## src/rtl/wkf_pkg.sv

```systemverilog
package wkf_pkg;

    localparam int SLOT_CNT   = 8;
    localparam int SLOT_W     = $clog2(SLOT_CNT);
    localparam int FIRST_LONG = 2;
    localparam int LONG_CNT   = (SLOT_CNT - FIRST_LONG) / 2;
    localparam int NORM_LO    = 12;
    localparam int NORM_LEN   = 64;
    localparam int LONG_LEN   = 2 * NORM_LEN;
    localparam int CRC_MAX_W  = 16;

    // Polynomials left-aligned in a 16-bit register
    localparam logic [CRC_MAX_W-1:0] POLY_SHORT = 16'h0700;
    localparam logic [CRC_MAX_W-1:0] POLY_LONG  = 16'h8005;

    typedef struct packed {
        logic [CRC_MAX_W-1:0] crc;
        logic [7:0]           last;
        logic                 seen;
    } lane_state_t;

    typedef struct packed {
        logic              pend;
        logic              qual;
        logic              lmode;
        logic              wake;
        logic [SLOT_W-1:0] slot;
    } dec_state_t;

    // One byte, MSB first, on a left-aligned CRC register
    function automatic logic [CRC_MAX_W-1:0] crc_byte(
        input logic [CRC_MAX_W-1:0] c,
        input logic [7:0]           b,
        input logic [CRC_MAX_W-1:0] poly
    );
        logic [CRC_MAX_W-1:0] r;
        r = c ^ {b, 8'h00};
        for (int i = 0; i < 8; i++) begin
            r = r[CRC_MAX_W-1] ? ((r << 1) ^ poly) : (r << 1);
        end
        return r;
    endfunction

endpackage

```

## src/rtl/wkf_lane.sv

```systemverilog
module wkf_lane
    import wkf_pkg::*;
#(
    parameter int              OFFS_W   = 11,
    parameter int              WIN_LO   = 12,
    parameter int              WIN_LEN  = 64,
    parameter int              CRC_W    = 8,
    parameter logic [15:0]     POLY     = 16'h0700,
    parameter bit              USE_LAST = 1'b1
) (
    input  logic               clk,
    input  logic               rst_n,
    input  logic               byte_vld,
    input  logic [7:0]         byte_dat,
    input  logic [OFFS_W-1:0]  byte_off,
    input  logic [WIN_LEN-1:0] lane_mask,
    input  logic [CRC_W-1:0]   ref_crc,
    input  logic [7:0]         ref_last,
    output logic               hit
);

    localparam int                   IDX_W = $clog2(WIN_LEN);
    localparam logic [OFFS_W-1:0]    LO_O  = OFFS_W'(WIN_LO);
    localparam logic [OFFS_W-1:0]    LEN_O = OFFS_W'(WIN_LEN);
    localparam logic [CRC_MAX_W-1:0] SEED  = 16'hFFFF << (CRC_MAX_W - CRC_W);
    localparam lane_state_t          FRESH = '{crc: SEED, last: 8'h00, seen: 1'b0};

    lane_state_t       st_d, st_q;
    logic [OFFS_W-1:0] rel;
    logic              in_win;
    logic              take;
    logic              last_ok;

    // Offsets below the window wrap to large values and fall out
    assign rel    = byte_off - LO_O;
    assign in_win = rel < LEN_O;
    assign take   = byte_vld && in_win && lane_mask[rel[IDX_W-1:0]];

    always_comb begin
        st_d = st_q;
        if (byte_vld && byte_off == '0) begin
            st_d = FRESH;
        end
        if (take) begin
            st_d.crc  = crc_byte(st_d.crc, byte_dat, POLY);
            st_d.last = byte_dat;
            st_d.seen = 1'b1;
        end
    end

    always_ff @(posedge clk or negedge rst_n) begin
        if (!rst_n) st_q <= FRESH;
        else        st_q <= st_d;
    end

    assign last_ok = USE_LAST ? (st_q.last == ref_last) : 1'b1;
    assign hit     = st_q.seen && (st_q.crc[CRC_MAX_W-1 -: CRC_W] == ref_crc) && last_ok;

    // a byte outside the window leaves the running CRC untouched
    p_outside_hold_r2: assert property (@(posedge clk) disable iff (!rst_n)
        (byte_vld && byte_off != '0 && !in_win) |=> $stable(st_q.crc));

    // an unselected byte at offset 0 leaves the lane empty
    p_restart_r10: assert property (@(posedge clk) disable iff (!rst_n)
        (byte_vld && byte_off == '0 && !take) |=> (!st_q.seen && !hit));

endmodule

```

## src/rtl/wkf_decide.sv

```systemverilog
module wkf_decide
    import wkf_pkg::*;
(
    input  logic                clk,
    input  logic                rst_n,
    input  logic                frame_end,
    input  logic                addr_hit,
    input  logic                fcs_ok,
    input  logic                pme_en,
    input  logic                long_mode,
    input  logic [SLOT_CNT-1:0] norm_hit,
    input  logic [LONG_CNT-1:0] long_hit,
    output logic                wake,
    output logic [SLOT_W-1:0]   wake_slot
);

    dec_state_t          st_d, st_q;
    logic [SLOT_CNT-1:0] eff;
    logic [SLOT_W-1:0]   sel;

    // Pick the per-slot verdict according to the latched mode
    for (genvar s = 0; s < SLOT_CNT; s++) begin : g_eff
        if (s >= FIRST_LONG && ((s - FIRST_LONG) % 2) == 0) begin : g_even
            assign eff[s] = st_q.lmode ? long_hit[(s - FIRST_LONG) / 2] : norm_hit[s];
        end else if (s >= FIRST_LONG) begin : g_odd
            assign eff[s] = st_q.lmode ? 1'b0 : norm_hit[s];
        end else begin : g_base
            assign eff[s] = norm_hit[s];
        end
    end

    always_comb begin
        sel = '0;
        for (int s = SLOT_CNT - 1; s >= 0; s--) begin
            if (eff[s]) sel = SLOT_W'(s);
        end
    end

    always_comb begin
        st_d      = st_q;
        st_d.wake = 1'b0;
        if (st_q.pend) begin
            st_d.pend = 1'b0;
            if (st_q.qual && (|eff)) begin
                st_d.wake = 1'b1;
                st_d.slot = sel;
            end
        end
        if (frame_end) begin
            st_d.pend  = 1'b1;
            st_d.qual  = addr_hit && fcs_ok && pme_en;
            st_d.lmode = long_mode;
        end
    end

    always_ff @(posedge clk or negedge rst_n) begin
        if (!rst_n) st_q <= '0;
        else        st_q <= st_d;
    end

    assign wake      = st_q.wake;
    assign wake_slot = st_q.slot;

    // a pulse only follows a frame whose qualifiers were all set
    p_wake_qual_r6: assert property (@(posedge clk) disable iff (!rst_n)
        st_q.wake |-> $past(st_q.qual));

    // the pulse sits two edges after the end-of-frame byte
    p_wake_timing_r9: assert property (@(posedge clk) disable iff (!rst_n)
        st_q.wake |-> $past(frame_end, 2));

    // an odd partner of a joined pair is never reported
    p_long_odd_r8: assert property (@(posedge clk) disable iff (!rst_n)
        (st_q.wake && st_q.lmode && st_q.slot >= SLOT_W'(FIRST_LONG)) |-> !st_q.slot[0]);

endmodule

```

## src/rtl/wkf_matcher.sv

```systemverilog
module wkf_matcher
    import wkf_pkg::*;
#(
    parameter int OFFS_W = 11
) (
    input  logic                         clk,
    input  logic                         rst_n,
    input  logic                         rx_vld,
    input  logic [7:0]                   rx_dat,
    input  logic [OFFS_W-1:0]            rx_off,
    input  logic                         rx_eof,
    input  logic                         rx_crc_ok,
    input  logic                         rx_addr_hit,
    input  logic                         pme_en,
    input  logic                         long_mode,
    input  logic [SLOT_CNT*NORM_LEN-1:0] slot_mask,
    input  logic [SLOT_CNT*8-1:0]        slot_crc_lo,
    input  logic [SLOT_CNT*8-1:0]        slot_crc_hi,
    output logic                         wake,
    output logic [SLOT_W-1:0]            wake_slot
);

    logic [SLOT_CNT-1:0] norm_hit;
    logic [LONG_CNT-1:0] long_hit;
    logic                frame_end;

    assign frame_end = rx_vld && rx_eof;

    for (genvar s = 0; s < SLOT_CNT; s++) begin : g_norm
        wkf_lane #(
            .OFFS_W  (OFFS_W),
            .WIN_LO  (NORM_LO),
            .WIN_LEN (NORM_LEN),
            .CRC_W   (8),
            .POLY    (POLY_SHORT),
            .USE_LAST(1'b1)
        ) u_lane (
            .clk      (clk),
            .rst_n    (rst_n),
            .byte_vld (rx_vld),
            .byte_dat (rx_dat),
            .byte_off (rx_off),
            .lane_mask(slot_mask[s*NORM_LEN +: NORM_LEN]),
            .ref_crc  (slot_crc_lo[s*8 +: 8]),
            .ref_last (slot_crc_hi[s*8 +: 8]),
            .hit      (norm_hit[s])
        );
    end

    // Even slot owns the low half of the joined mask, odd slot the high half
    for (genvar k = 0; k < LONG_CNT; k++) begin : g_long
        localparam int EV = FIRST_LONG + 2 * k;
        wkf_lane #(
            .OFFS_W  (OFFS_W),
            .WIN_LO  (0),
            .WIN_LEN (LONG_LEN),
            .CRC_W   (16),
            .POLY    (POLY_LONG),
            .USE_LAST(1'b0)
        ) u_lane (
            .clk      (clk),
            .rst_n    (rst_n),
            .byte_vld (rx_vld),
            .byte_dat (rx_dat),
            .byte_off (rx_off),
            .lane_mask(slot_mask[EV*NORM_LEN +: LONG_LEN]),
            .ref_crc  ({slot_crc_hi[EV*8 +: 8], slot_crc_lo[EV*8 +: 8]}),
            .ref_last (8'h00),
            .hit      (long_hit[k])
        );
    end

    wkf_decide u_decide (
        .clk      (clk),
        .rst_n    (rst_n),
        .frame_end(frame_end),
        .addr_hit (rx_addr_hit),
        .fcs_ok   (rx_crc_ok),
        .pme_en   (pme_en),
        .long_mode(long_mode),
        .norm_hit (norm_hit),
        .long_hit (long_hit),
        .wake     (wake),
        .wake_slot(wake_slot)
    );

    // no pulse in the first cycle out of reset
    p_reset_quiet_r1: assert property (@(posedge clk) disable iff (!rst_n)
        $rose(rst_n) |-> !wake);

endmodule

```

## config.mk

```make
export PLATFORM = sky130hd
export DESIGN_NAME = wkf_matcher
export DESIGN_NICKNAME = d
export VERILOG_FILES = /design/src/rtl/wkf_pkg.sv /design/src/rtl/wkf_lane.sv /design/src/rtl/wkf_decide.sv /design/src/rtl/wkf_matcher.sv
export SDC_FILE = /design/constraint.sdc
export NUM_CORES = 1
export LEC_CHECK = 0
export BUFFER_PORTS_ARGS = -buffer_cell sky130_fd_sc_hd__buf_4
export CORE_AREA = 3 3 260 262
export DETAILED_ROUTE_END_ITERATION = 16
export DIE_AREA = 0 0 263 265
export PLACE_DENSITY = 0.62
export SYNTH_ARGS = -nofsm -noshare
export SYNTH_HDL_FRONTEND = slang
export SYNTH_SLANG_ARGS = --single-unit
```

## constraint.sdc

```tcl
create_clock -name clk -period 2.3 [get_ports clk]
set_input_delay 0.115 -clock clk [delete_from_list [all_inputs] [get_ports clk]]
set_output_delay 0.115 -clock clk [all_outputs]
set_load 0.02 [all_outputs]
```

==> summary.txt, run 1 <==
Status
  • Run status: finished with violations
  • Failing checks: setup timing

Clock tree
  • Clock transition at path regs: 0.07 ns
  • Worst skew pair latency: 0.57 ns
  • CTS Root Buffer Type: clkbuf_16
  • Max clock buf depth: 3
  • Clock Sinks: 258
  • CTS Buf Count: 27
  • CTS tree: done
  • CTS H-tree depth: 1

STA
  • Final min period: 2.32 ns
  • Part of the cycle the worst path needs: 101%
  • Skew final: 0.0202 ns
  • Final critical-path setup slack: -0.0178 ns
  • Final count of negative-setup-slack endpoints: 1
  • Unrepaired setup endpoints after global routing: true
  • Fin. max-slew vios: 0
  • Worst slew margin: 40.5%
  • Highest Clock Rate: 431 MHz
  • WHS: 0.0547 ns
  • Fin. Hold Viols: 0
  • Worst-Margin Slew: 0.886 ns

Logic synthesis
  • Synthesized area per cell: 9.99 µm²
  • Largest family of logic cells by synthesized area: multiplexers
  • Mux cell area share after synthesis: 21.4%
  • Top post-synthesis cells by count: xnor2_1 (222), xor2_1 (207), nand2_1 (166), mux4_2 (165), dfrtp_1 (146)
  • Xor/xnor share of the synthesized area: 17.6%
  • Synth Flop Type: dfrtp_1
  • Synth area leaders: mux4_2 (17%), dfrtp_1 (17%), dfstp_2 (13%)
  • Synthesized flop and latch total: 258
  • Post-synthesis compound-gate area fraction: 11.9%
  • Number of synthesized flops with an enable pin: 0
  • Synth Warn #: 0
  • Synth Area in Adders: 0.114%
  • Syn nets: 2860
  • Cell taking the most area after synthesis: mux4_2
  • Most common cell in the netlist: xnor2_1
  • Cell count after synthesis: 2191
  • Cell Area, Synth: 21900 µm²
  • Synth async-reset ratio: 100%
  • Post-synth top area share: 17.0%
  • Post-synthesis sequential area ratio: 30.1%
  • Cell variety after synth: 69
  • Synth Area in Simple Gates: 14.3%

Route
  • Pre-antenna DRT Iters: 5
  • DRC: 0
  • Via/cell ratio: 5.53
  • Drt first-iter violations: 1544
  • Detailed Route WL: 101000 µm
  • M1 WL: 39300 µm
  • Met2 wire length: 52700 µm
  • WL/cell: 25.5 µm
  • Highest Signal Layer: met5
  • Met3 wire length: 5170 µm
  • Post-route antenna net violation count: 0
  • Via Count: 22000

Die
  • Initial Util: 33.4%
  • Die Area: 69700 µm²
  • Die Y: 265 µm
  • Top-level I/O count: 671
  • CORE AREA: 65600 µm²
  • Die extent in x: 263 µm
  • Cell Rows: 94

Placement
  • HPWL after DPL: 82900 µm
  • Placed inst area: 30700 µm²
  • PortBufs: 670
  • Routability Congestion: 0.962

Power and ir drop
  • PwrDens: 825 nW/µm²
  • Peak supply drop: 614 µV
  • Leak: 0.0148 µW
  • Total power: 26900 µW

Worst hold path
  • Hold WC Path Type: in -> reg
  • Worst Hold Depth: 4
  • WHS Endpoint: g_norm[4].u_lane.st_q[6]
  • Hold Startpoint: rx_dat[5]

Critical path
  • Reg-to-reg slack, setup: -0.02 ns
  • CP peak stage delay: 0.56 ns
  • CP Max Fanout: 2
  • Reg-to-reg endpoint: u_decide.wake_slot[2]
  • CP Cell Sequence: xnor2_2 -> and4_1 -> and3b_1 -> a22o_1 -> or4_4 -> o311a_1 -> nor2_1 -> nor2_1
  • Worst setup EP type: flop
  • Crit. Startpoint: g_long[2].u_lane.st_q[10]
  • R2r startpoint: g_long[2].u_lane.st_q[10]
  • Slowest-stage cell, CP: dfstp_2
  • Reg2reg path depth: 8
  • Classification of the worst setup path: reg -> reg
  • Required time of the critical path: 2.74 ns
  • Startpoint types: flop
  • Crit path top cell by count: nor2_1
  • Arr. time, crit path: 2.76 ns

Finish
  • Area grow syn2layout: 48.8%
  • Nets@finish: 3759
  • Final instance area: 32600 µm²
  • Layout cells sized above 1: 48.2%

Global route
  • Global route total overflow: 0
  • Total global-route track usage: 27.5%
  • First-pass GRT wire length: 146000 µm
  • Initial antenna violation count: 6
  • Vias in the first global route: 22800
  • Largest net degree at the start of global routing: 72

Flow run
  • Total of max-cap violations: 0
state kept, by name, summed over array words and instances, names as in the netlist:
signal              flops
u_decide.st_q           3
u_decide.wake           1
u_decide.wake_slot      3
g_norm.u_lane.st_q    200
g_long.u_lane.st_q     51
where the power goes:
group | internal [µW] | switching, µW
clock | 2680 | 1910
combinational | 7730 | 6890
sequential | 6310 | 1370
worst max-delay path by stage:
stage	to	cells past startpoint	slack, ns
floorplan	g_long[1].u_lane.st_q[24]	14	-0.41
global placement	g_long[1].u_lane.st_q[24]	11	-0.74
detailed placement	g_long[1].u_lane.st_q[24]	11	-0.83
CTS	u_decide.wake_slot[2]	8	0.005
global route	u_decide.wake_slot[2]	8	-0.06
finish	u_decide.wake_slot[2]	8	-0.02
cells in the final DEF (no fill, tap or decap), types with 6 or more instances in the layout:
master     count
o21ai_1       14
o21ai_0       87
buf_6         10
nor2_1        85
mux2i_1       89
and3_1        43
or3_1         10
clkbuf_16     35
a211oi_1      22
a21o_1        34
nor2b_1       10
inv_1         13
a21oi_1      106
o311a_1        8
nor3_1        33
mux2_2         6
xor2_2        12
and2_1        28
mux4_2       165
clkbuf_8       9
nor4_1        34
clkbuf_1       8
dfrtp_1      146
o32a_1        32
a31oi_1       12
dfstp_2      112
xor2_1       194
nand3_1       90
nand2b_1       7
buf_4       1002
nand4_1       40
a211oi_2      17
xnor2_2        8
nand2_1      161
xnor2_1      212
a22oi_1       21
buf_12        48
layout make-up:
class	instances	area [µm²]
repair buffers	1077	8950
clock buffers	44	830
fillers	6046	33100
inverters	17	71.3
clock inverters	5	82.6
flip-flops and latches	258	6600
multi-input cells	1709	15000
well taps	864	1080
diodes	4	10.0
cells by family (layout without fill, tap and decap cells):
family,after synthesis,in the layout
buffers and inverters,224,1143
AND/OR/NAND/NOR,613,613
adder cells (fa/ha/maj),2,2
flip-flops,258,258
XOR/XNOR,433,433
AO/OA/AOI/OAI,399,399
multiplexers,262,262
other,0,4
metrics by stage:
step | setup TNS (ns) | instances | setup WS, ns | util (%)
final | -0.0178 | 3978 | -0.0178 | 49.6
after global routing | -0.127 | 3978 | -0.0632 | 49.6
after CTS | 0 | 3943 | 0.00514 | 48.6
after detailed placement | -136.49 | 3881 | -0.827 | 46.8
after global placement | -126.83 | 3881 | -0.742 | 46.8
after floorplan | -49.44 | 2191 | -0.406 | -
what timing repair did:
action	4_1_cts	5_1_grt
hold endpoints to repair	110	0
setup buffers	8	22
setup endpoints to repair	92	111
hold buffers	4	0
pin swaps	9	15
gates cloned	1	9
gates resized for setup	23	54
worst max-delay path, delay by kind of cell (launching register included):
| kind | cells | cell delay [ns] |
|---|---|---|
| DFF | 1 | 0.56 |
| xor gates and xnor gates | 1 | 0.08 |
| and+or+nand+nor | 5 | 0.99 |
| AOI/OAI and AO/OA | 2 | 0.57 |
per-layer routing:
| layer | vias to the layer above | GRT usage, % |
|---|---|---|
| li1 | 9872 | - |
| met1 | 11100 | 33.3 |
| met2 | 902 | 50.2 |
| met3 | 169 | 3.28 |
| met4 | 2 | 9.83 |
| met5 | - | 0 |
Note: power is estimated with default switching activity, not from simulation.
==> inputs of run 2 (changes only) <==
--- a/config.mk
+++ b/config.mk
@@ -5,11 +5,12 @@
 export SDC_FILE = /design/constraint.sdc
 export NUM_CORES = 1
 export LEC_CHECK = 0
-export BUFFER_PORTS_ARGS = -buffer_cell sky130_fd_sc_hd__buf_4
 export CORE_AREA = 3 3 260 262
+export CTS_BUF_LIST = sky130_fd_sc_hd__clkbuf_8
 export DETAILED_ROUTE_END_ITERATION = 16
 export DIE_AREA = 0 0 263 265
-export PLACE_DENSITY = 0.62
+export DONT_BUFFER_PORTS = 1
+export PLACE_DENSITY = 0.53
 export SYNTH_ARGS = -nofsm -noshare
 export SYNTH_HDL_FRONTEND = slang
 export SYNTH_SLANG_ARGS = --single-unit
==> run 2 against run 1 <==
Against the previous run: the run ends with hold timing, setup timing left; fmax decreased by 2.3%; worst setup slack worse by 0.054 ns; sequential share of layout area is 4.8 points higher; critical path depth unchanged; cell area down 19%; final cell count fell by 18%; count of clock-buffer cells in the layout rose by 18; sequential power shrank 0.8%; combinational power decreased by 10%; clock skew is 0.0016 ns higher; global-route usage shrank 1.7 points; sequential cell count stayed put; largest cell class unchanged; highest routed layer unchanged.
==> summary.txt, run 2 (synthesis gave the netlist of run 1 again) <==
Die
  • CORE AREA: 65600 µm² (unchanged)
  • Die Y: 265 µm (unchanged)
  • Die Area: 69700 µm² (unchanged)
  • Cell Rows: 94 (unchanged)
  • Initial Util: 33.4% (unchanged)
  • Die extent in x: 263 µm (unchanged)
  • Top-level I/O count: 671 (unchanged)

Finish
  • Most frequent cells in the layout: buf_4 (262), xnor2_1 (209), xor2_1 (183) (was buf_4 (1002), xnor2_1 (212), xor2_1 (194))
  • Layout cells sized above 1: 31.6% (was 48.2%)
  • Nets@finish: 3004 (was 3759)
  • Area grow syn2layout: 20.5% (was 48.8%)
  • Post-layout util: 40.2% (was 49.6%)
  • Filler cells: 6450 (was 6046)
  • Largest regs: g_norm.u_lane.st_q: 200 flops, g_long.u_lane.st_q: 51 flops (unchanged)
  • Top reg by flops: g_norm.u_lane.st_q (unchanged)
  • Fin cells: 3248 (was 3978)
  • Most common cell after layout, fill and taps aside: buf_4 (unchanged)
  • Largest register FFs: 200 (unchanged)

Critical path
  • Delay-heaviest family, CP: simple AND/OR/NAND/NOR gates (unchanged)
  • Slowest-stage cell, CP: dfstp_2 (unchanged)
  • Classification of the worst setup path: reg -> reg (unchanged)
  • CP Max Fanout: 2 (unchanged)
  • Critical path buffers and inverters: 0 (unchanged)
  • Arr. time, crit path: 2.85 ns (was 2.76 ns)
  • Required time of the critical path: 2.78 ns (was 2.74 ns)
  • Worst setup EP type: flop (unchanged)
  • Startpoint types: flop (unchanged)
  • CP Cell Sequence: xor2_2 -> or4_4 -> nor4b_4 -> and3_4 -> or4_4 -> o311a_1 -> nor2_1 -> nor2_1 (was xnor2_2 -> and4_1 -> and3b_1 -> a22o_1 -> or4_4 -> o311a_1 -> nor2_1 -> nor2_1)
  • CP peak stage delay: 0.59 ns (was 0.56 ns)

STA
  • Skew final: 0.0218 ns (was 0.0202 ns)
  • WHS: -0.765 ns (was 0.0547 ns)
  • Unrepaired setup endpoints after global routing: true (unchanged)
  • Setup TNS: -0.125 ns (was -0.0178 ns)
  • Highest Clock Rate: 422 MHz (was 431 MHz)
  • Worst slew margin: 28.8% (was 40.5%)
  • Part of the cycle the worst path needs: 103% (was 101%)
  • Worst-Margin Slew: 1.06 ns (was 0.886 ns)
  • Fin. Hold Viols: 258 (was 0)
  • Final critical-path setup slack: -0.0714 ns (was -0.0178 ns)
  • Final min period: 2.37 ns (was 2.32 ns)
  • Final count of negative-setup-slack endpoints: 3 (was 1)
  • Fin. max-slew vios: 0 (unchanged)

Placement
  • PortBufs: 0 (was 670)
  • HPWL after DPL: 73000 µm (was 82900 µm)
  • Pre-CTS WS: -0.365 ns (was -0.827 ns)
  • Routability Congestion: 1.06 (was 0.962)
  • DP Cell Count: 3135 (was 3881)

Status
  • Run status: finished with violations (unchanged)
  • Failing checks: hold timing, setup timing (was setup timing)

Route
  • DRC: 0 (unchanged)
  • WL/cell: 28.6 µm (was 25.5 µm)
  • Post-route antenna net violation count: 0 (unchanged)
  • Pre-antenna DRT Iters: 5 (unchanged)
  • Via Count: 18900 (was 22000)
  • Drt first-iter violations: 1289 (was 1544)
  • Via/cell ratio: 5.82 (was 5.53)
  • Detailed Route WL: 93000 µm (was 101000 µm)

Power and ir drop
  • Sequential share of power: 30.2% (was 28.6%)
  • PwrDens: 958 nW/µm² (was 825 nW/µm²)
  • Peak supply drop: 445 µV (was 614 µV)
  • Combinational power share: 51.9% (was 54.4%)
  • Switching part of the total power: 38.0% (was 37.8%)
  • Part of the power in the clock network: 17.9% (was 17.1%)
  • Leak: 0.0110 µW (was 0.0148 µW)
  • Sw power: 9590 µW (was 10200 µW)
  • Cell Int Power: 15700 µW (was 16700 µW)

Global route
  • Total global-route track usage: 25.8% (was 27.5%)
  • Initial antenna violation count: 23 (was 6)
  • Largest net degree at the start of global routing: 259 (was 72)
  • First-pass GRT wire length: 135000 µm (was 146000 µm)
  • Global route total overflow: 0 (unchanged)
  • Vias in the first global route: 19700 (was 22800)

Worst hold path
  • Hold WC Path Type: in -> async (was in -> reg)

Clock tree
  • Hold bufs inserted after CTS: 11 (was 4)
  • Max clock buf depth: 3 (unchanged)
  • CTS Root Buffer Type: clkbuf_8 (was clkbuf_16)
  • CTS Buf Count: 45 (was 27)
  • Clock Sinks: 258 (unchanged)
  • Worst skew pair latency: 0.60 ns (was 0.57 ns)
  • Clock transition at path regs: 0.07 ns (about the same)
  • CTS H-tree depth: 2 (was 1)
  • CTS tree: done (unchanged)

Flow run
  • Total of max-cap violations: 0 (unchanged)
==> run 2: path summary, 6_finish.rpt <==
check                                          startpoint                        end  slack [ns]  depth (start not counted)
worst max-delay path            g_norm[3].u_lane.st_q[21]      u_decide.wake_slot[2]       -0.07                          8
worst min-delay path                                rst_n  g_norm[1].u_lane.st_q[10]       -0.76                          0
worst max register to register  g_norm[3].u_lane.st_q[21]      u_decide.wake_slot[2]       -0.07                          8
worst min register to register   g_norm[2].u_lane.st_q[0]   g_norm[2].u_lane.st_q[0]        0.48                          2
max in group asynchronous                           rst_n  g_norm[2].u_lane.st_q[10]        2.56                          0
min in group clk                                   rx_vld           u_decide.st_q[6]        0.03                          2
==> run 2: area by class of cell <==
cell class,count,area [µm²],area share [%]
Clock buffer,62,853,3.24
Sequential cell,258,6600,25.0
Antenna cell,14,35.0,0.133
Inverter,17,71.3,0.270
Clock inverter,20,96.3,0.365
Timing Repair Buffer,304,2690,10.2
Multi-Input combinational cell,1709,14900,56.7
Tap cell,864,1080,4.10
==> run 2: power groups by stage <==
stage	Combinational, µW	Sequential (µW)	Clock [µW]
floorplan	9670	7010	0
global placement	12400	7600	0
detailed placement	12700	7630	0
CTS	12900	7580	4620
global route	14300	7780	4820
finish	13100	7620	4520
==> run 2: stage by stage <==
stage	power [µW]	hold WS, ns	instance area [µm²]
2_1_floorplan	16700	-0.181	22500
3_3_place_gp	20000	-0.162	24900
3_5_place_dp	20300	-0.159	24900
4_1_cts	25100	-0.809	26100
5_1_grt	26900	-0.820	26400
6_report	25300	-0.765	26400
==> run 2: repair_timing <==
action                                  CTS  global route
endpoints found under the setup margin    6             7
resized for setup                        21            35
pin swaps                                 7            17
setup buffers                             0             7
endpoints found under the hold margin   326           258
==> run 2: worst reg2reg max path, stage by stage (launching register included) <==
cell and delay, ns:
dfstp_2 0.59, xor2_2 0.20, or4_4 0.17, nor4b_4 0.05, and3_4 0.21, or4_4 0.58, o311a_1 0.32, nor2_1 0.09
nor2_1 0.05
==> run 2: layer usage <==
layer	track usage (%)	up-vias	part of all wire, %	routed length, µm
li1	-	8356	-	-
met1	31.6	9521	39	36200
met2	44.6	832	50	46300
met3	5.65	185	7.2	6710
met4	9.24	14	4.1	3770
met5	0	-	0.099	92
==> inputs of run 3 (changes only) <==
--- a/config.mk
+++ b/config.mk
@@ -5,12 +5,14 @@
 export SDC_FILE = /design/constraint.sdc
 export NUM_CORES = 1
 export LEC_CHECK = 0
+export CELL_PAD_IN_SITES_DETAIL_PLACEMENT = 0
+export CELL_PAD_IN_SITES_GLOBAL_PLACEMENT = 1
 export CORE_AREA = 3 3 260 262
 export CTS_BUF_LIST = sky130_fd_sc_hd__clkbuf_8
 export DETAILED_ROUTE_END_ITERATION = 16
 export DIE_AREA = 0 0 263 265
 export DONT_BUFFER_PORTS = 1
-export PLACE_DENSITY = 0.53
+export PLACE_DENSITY = 0.65
 export SYNTH_ARGS = -nofsm -noshare
 export SYNTH_HDL_FRONTEND = slang
 export SYNTH_SLANG_ARGS = --single-unit
==> run 3 against run 2 <==
Against the previous run: the run still ends with hold timing, setup timing left; combinational power hardly changed; final cell count up 0.77%; cell area down 0.30%; worst setup slack gained 0.067 ns; sequential share of layout area increased by 0.080 points; via count rose by 1.6%; worst hold slack got worse by 0.016 ns; die area unchanged; critical path type unchanged; largest power group unchanged; highest routed layer unchanged.
==> summary.txt, run 3 (synthesis gave the netlist of run 1 again) <==
Critical path
  • Slowest-stage cell, CP: dfstp_2 (unchanged)
  • R2r startpoint: g_long[0].u_lane.st_q[17] (was g_norm[3].u_lane.st_q[21])
  • Classification of the worst setup path: reg -> reg (unchanged)
  • Crit path top cell by count: nor2_1
  • Startpoint types: flop (unchanged)
  • Worst setup EP type: flop (unchanged)
  • Reg2reg path depth: 8 (unchanged)
  • Required time of the critical path: 2.78 ns (about the same)
  • Delay-heaviest family, CP: simple AND/OR/NAND/NOR gates (unchanged)
  • CP Cell Sequence: xor2_1 -> nor4_1 -> nand2_1 -> o32ai_4 -> or4_4 -> o311a_1 -> nor2_1 -> nor2_1 (was xor2_2 -> or4_4 -> nor4b_4 -> and3_4 -> or4_4 -> o311a_1 -> nor2_1 -> nor2_1)
  • CP peak stage delay: 0.57 ns (was 0.59 ns)
  • Critical path buffers and inverters: 0 (unchanged)
  • CP Max Fanout: 2 (unchanged)
  • Reg-to-reg slack, setup: -0.004 ns (was -0.07 ns)
  • Reg-to-reg endpoint: u_decide.wake_slot[2] (unchanged)
  • Instance count on the critical path: 8 (unchanged)
  • Crit. Startpoint: g_long[0].u_lane.st_q[17] (was g_norm[3].u_lane.st_q[21])
  • Worst Setup EP: u_decide.wake_slot[2] (unchanged)
  • Arr. time, crit path: 2.78 ns (was 2.85 ns)

Global route
  • Vias in the first global route: 19700 (about the same)
  • Initial antenna violation count: 33 (was 23)
  • Largest net degree at the start of global routing: 259 (unchanged)
  • Total global-route track usage: 26.7% (was 25.8%)
  • First-pass GRT wire length: 138000 µm (was 135000 µm)
  • Global route total overflow: 0 (unchanged)

STA
  • WHS: -0.781 ns (was -0.765 ns)
  • Highest Clock Rate: 434 MHz (was 422 MHz)
  • Setup TNS: -0.00416 ns (was -0.125 ns)
  • Fin. max-slew vios: 0 (unchanged)
  • Unrepaired setup endpoints after global routing: true (unchanged)
  • Part of the cycle the worst path needs: 100% (was 103%)
  • Skew final: 0.0273 ns (was 0.0218 ns)
  • Final min period: 2.30 ns (was 2.37 ns)
  • Worst-Margin Slew: 0.906 ns (was 1.06 ns)
  • Worst slew margin: 39.4% (was 28.8%)
  • Final count of negative-setup-slack endpoints: 1 (was 3)
  • Final critical-path setup slack: -0.00416 ns (was -0.0714 ns)
  • Fin. Hold Viols: 258 (unchanged)

Finish
  • Largest register FFs: 200 (unchanged)
  • Area grow syn2layout: 20.1% (was 20.5%)
  • Top reg by flops: g_norm.u_lane.st_q (unchanged)
  • Largest regs: g_norm.u_lane.st_q: 200 flops, g_long.u_lane.st_q: 51 flops (unchanged)
  • Nets@finish: 3010 (was 3004)
  • Filler cells: 6459 (was 6450)
  • Most common cell after layout, fill and taps aside: buf_4 (unchanged)
  • Layout cells sized above 1: 30.2% (was 31.6%)
  • Fin cells: 3273 (was 3248)
  • Most frequent cells in the layout: buf_4 (261), xnor2_1 (213), xor2_1 (186) (was buf_4 (262), xnor2_1 (209), xor2_1 (183))

Clock tree
  • CTS Buf Count: 46 (was 45)
  • Worst skew pair latency: 0.61 ns (was 0.60 ns)
  • CTS Root Buffer Type: clkbuf_8 (unchanged)
  • CTS tree: done (unchanged)
  • Clock transition at path regs: 0.06 ns (was 0.07 ns)
  • CTS H-tree depth: 2 (unchanged)
  • Clock Sinks: 258 (unchanged)
  • Max clock buf depth: 3 (unchanged)

Die
  • Die Y: 265 µm (unchanged)
  • Top-level I/O count: 671 (unchanged)
  • Die extent in x: 263 µm (unchanged)
  • Initial Util: 33.4% (unchanged)
  • CORE AREA: 65600 µm² (unchanged)
  • Cell Rows: 94 (unchanged)
  • Die Area: 69700 µm² (unchanged)

Placement
  • HPWL after DPL: 77100 µm (was 73000 µm)
  • PortBufs: 0 (unchanged)
  • Routability Congestion: 1.06 (about the same)
  • DP Cell Count: 3122 (was 3135)

Power and ir drop
  • Leak: 0.0110 µW (about the same)
  • PwrDens: 958 nW/µm² (about the same)
  • Peak supply drop: 448 µV (was 445 µV)
  • Total power: 25200 µW (was 25300 µW)

Route
  • Pre-antenna DRT Iters: 5 (unchanged)
  • Via/cell ratio: 5.87 (was 5.82)
  • Met2 wire length: 47300 µm (was 46300 µm)
  • Drt first-iter violations: 1564 (was 1289)
  • Highest Signal Layer: met5 (unchanged)
  • DRC: 0 (unchanged)
  • Detailed Route WL: 97500 µm (was 93000 µm)
  • Post-route antenna net violation count: 0 (unchanged)
  • M1 WL: 38500 µm (was 36200 µm)
  • Met3 wire length: 6910 µm (was 6710 µm)
  • Via Count: 19200 (was 18900)
  • WL/cell: 29.8 µm (was 28.6 µm)

Flow run
  • Total of max-cap violations: 0 (unchanged)

Worst hold path
  • Hold WC Path Type: in -> async (unchanged)

Status
  • Failing checks: hold timing, setup timing (unchanged)
  • Run status: finished with violations (unchanged)
run 3: power by group:
group          switching [µW]  internal [µW]  total [µW]
sequential               1360           6310        7670
clock                    2080           2300        4380
combinational            6170           6970       13100
run 3: cell type report:
cell class,instances,area (µm²),area share [%]
multi-input cells,1709,14800,56.5
clock inverters,31,166,0.633
inverters,17,71.3,0.271
diodes,30,75.1,0.286
flip-flops and latches,258,6600,25.1
well taps,864,1080,4.11
clock buffers,55,757,2.88
repair buffers,309,2690,10.2
run 3: timing repair:
item,CTS,global route
pin swaps,6,15
hold endpoints to repair,329,260
gates cloned,0,2
endpoints found under the setup margin,4,13
setup buffers,0,10
hold buffers,23,2
resized for setup,16,28
run 3: layer usage:
layer	up-vias	GRT usage (%)
li1	8405	-
met1	9709	33.6
met2	865	45.2
met3	204	5.10
met4	20	10.9
met5	-	0
run 3: through the flow:
step	util (%)	area, µm²	setup WS, ns	hold WS (ns)
3_5_place_dp	37.6	24700	-0.405	-0.164
6_report	40.1	26300	-0.00416	-0.781
5_1_grt	40.0	26200	-0.0686	-0.803
2_1_floorplan	-	22500	-0.406	-0.181
3_3_place_gp	37.6	24700	-0.368	-0.166
4_1_cts	39.5	25900	0.00146	-0.820
run 3: worst min-delay path by stage:
stage,start,depth (start not counted),to,slack (ns)
floorplan,rst_n,0,g_long[0].u_lane.st_q[0],-0.18
global placement,rst_n,0,g_norm[1].u_lane.st_q[7],-0.17
detailed placement,rst_n,0,g_norm[1].u_lane.st_q[7],-0.16
CTS,rst_n,0,g_norm[7].u_lane.st_q[12],-0.82
global route,rst_n,0,g_norm[1].u_lane.st_q[7],-0.80
finish,rst_n,0,g_norm[1].u_lane.st_q[7],-0.78
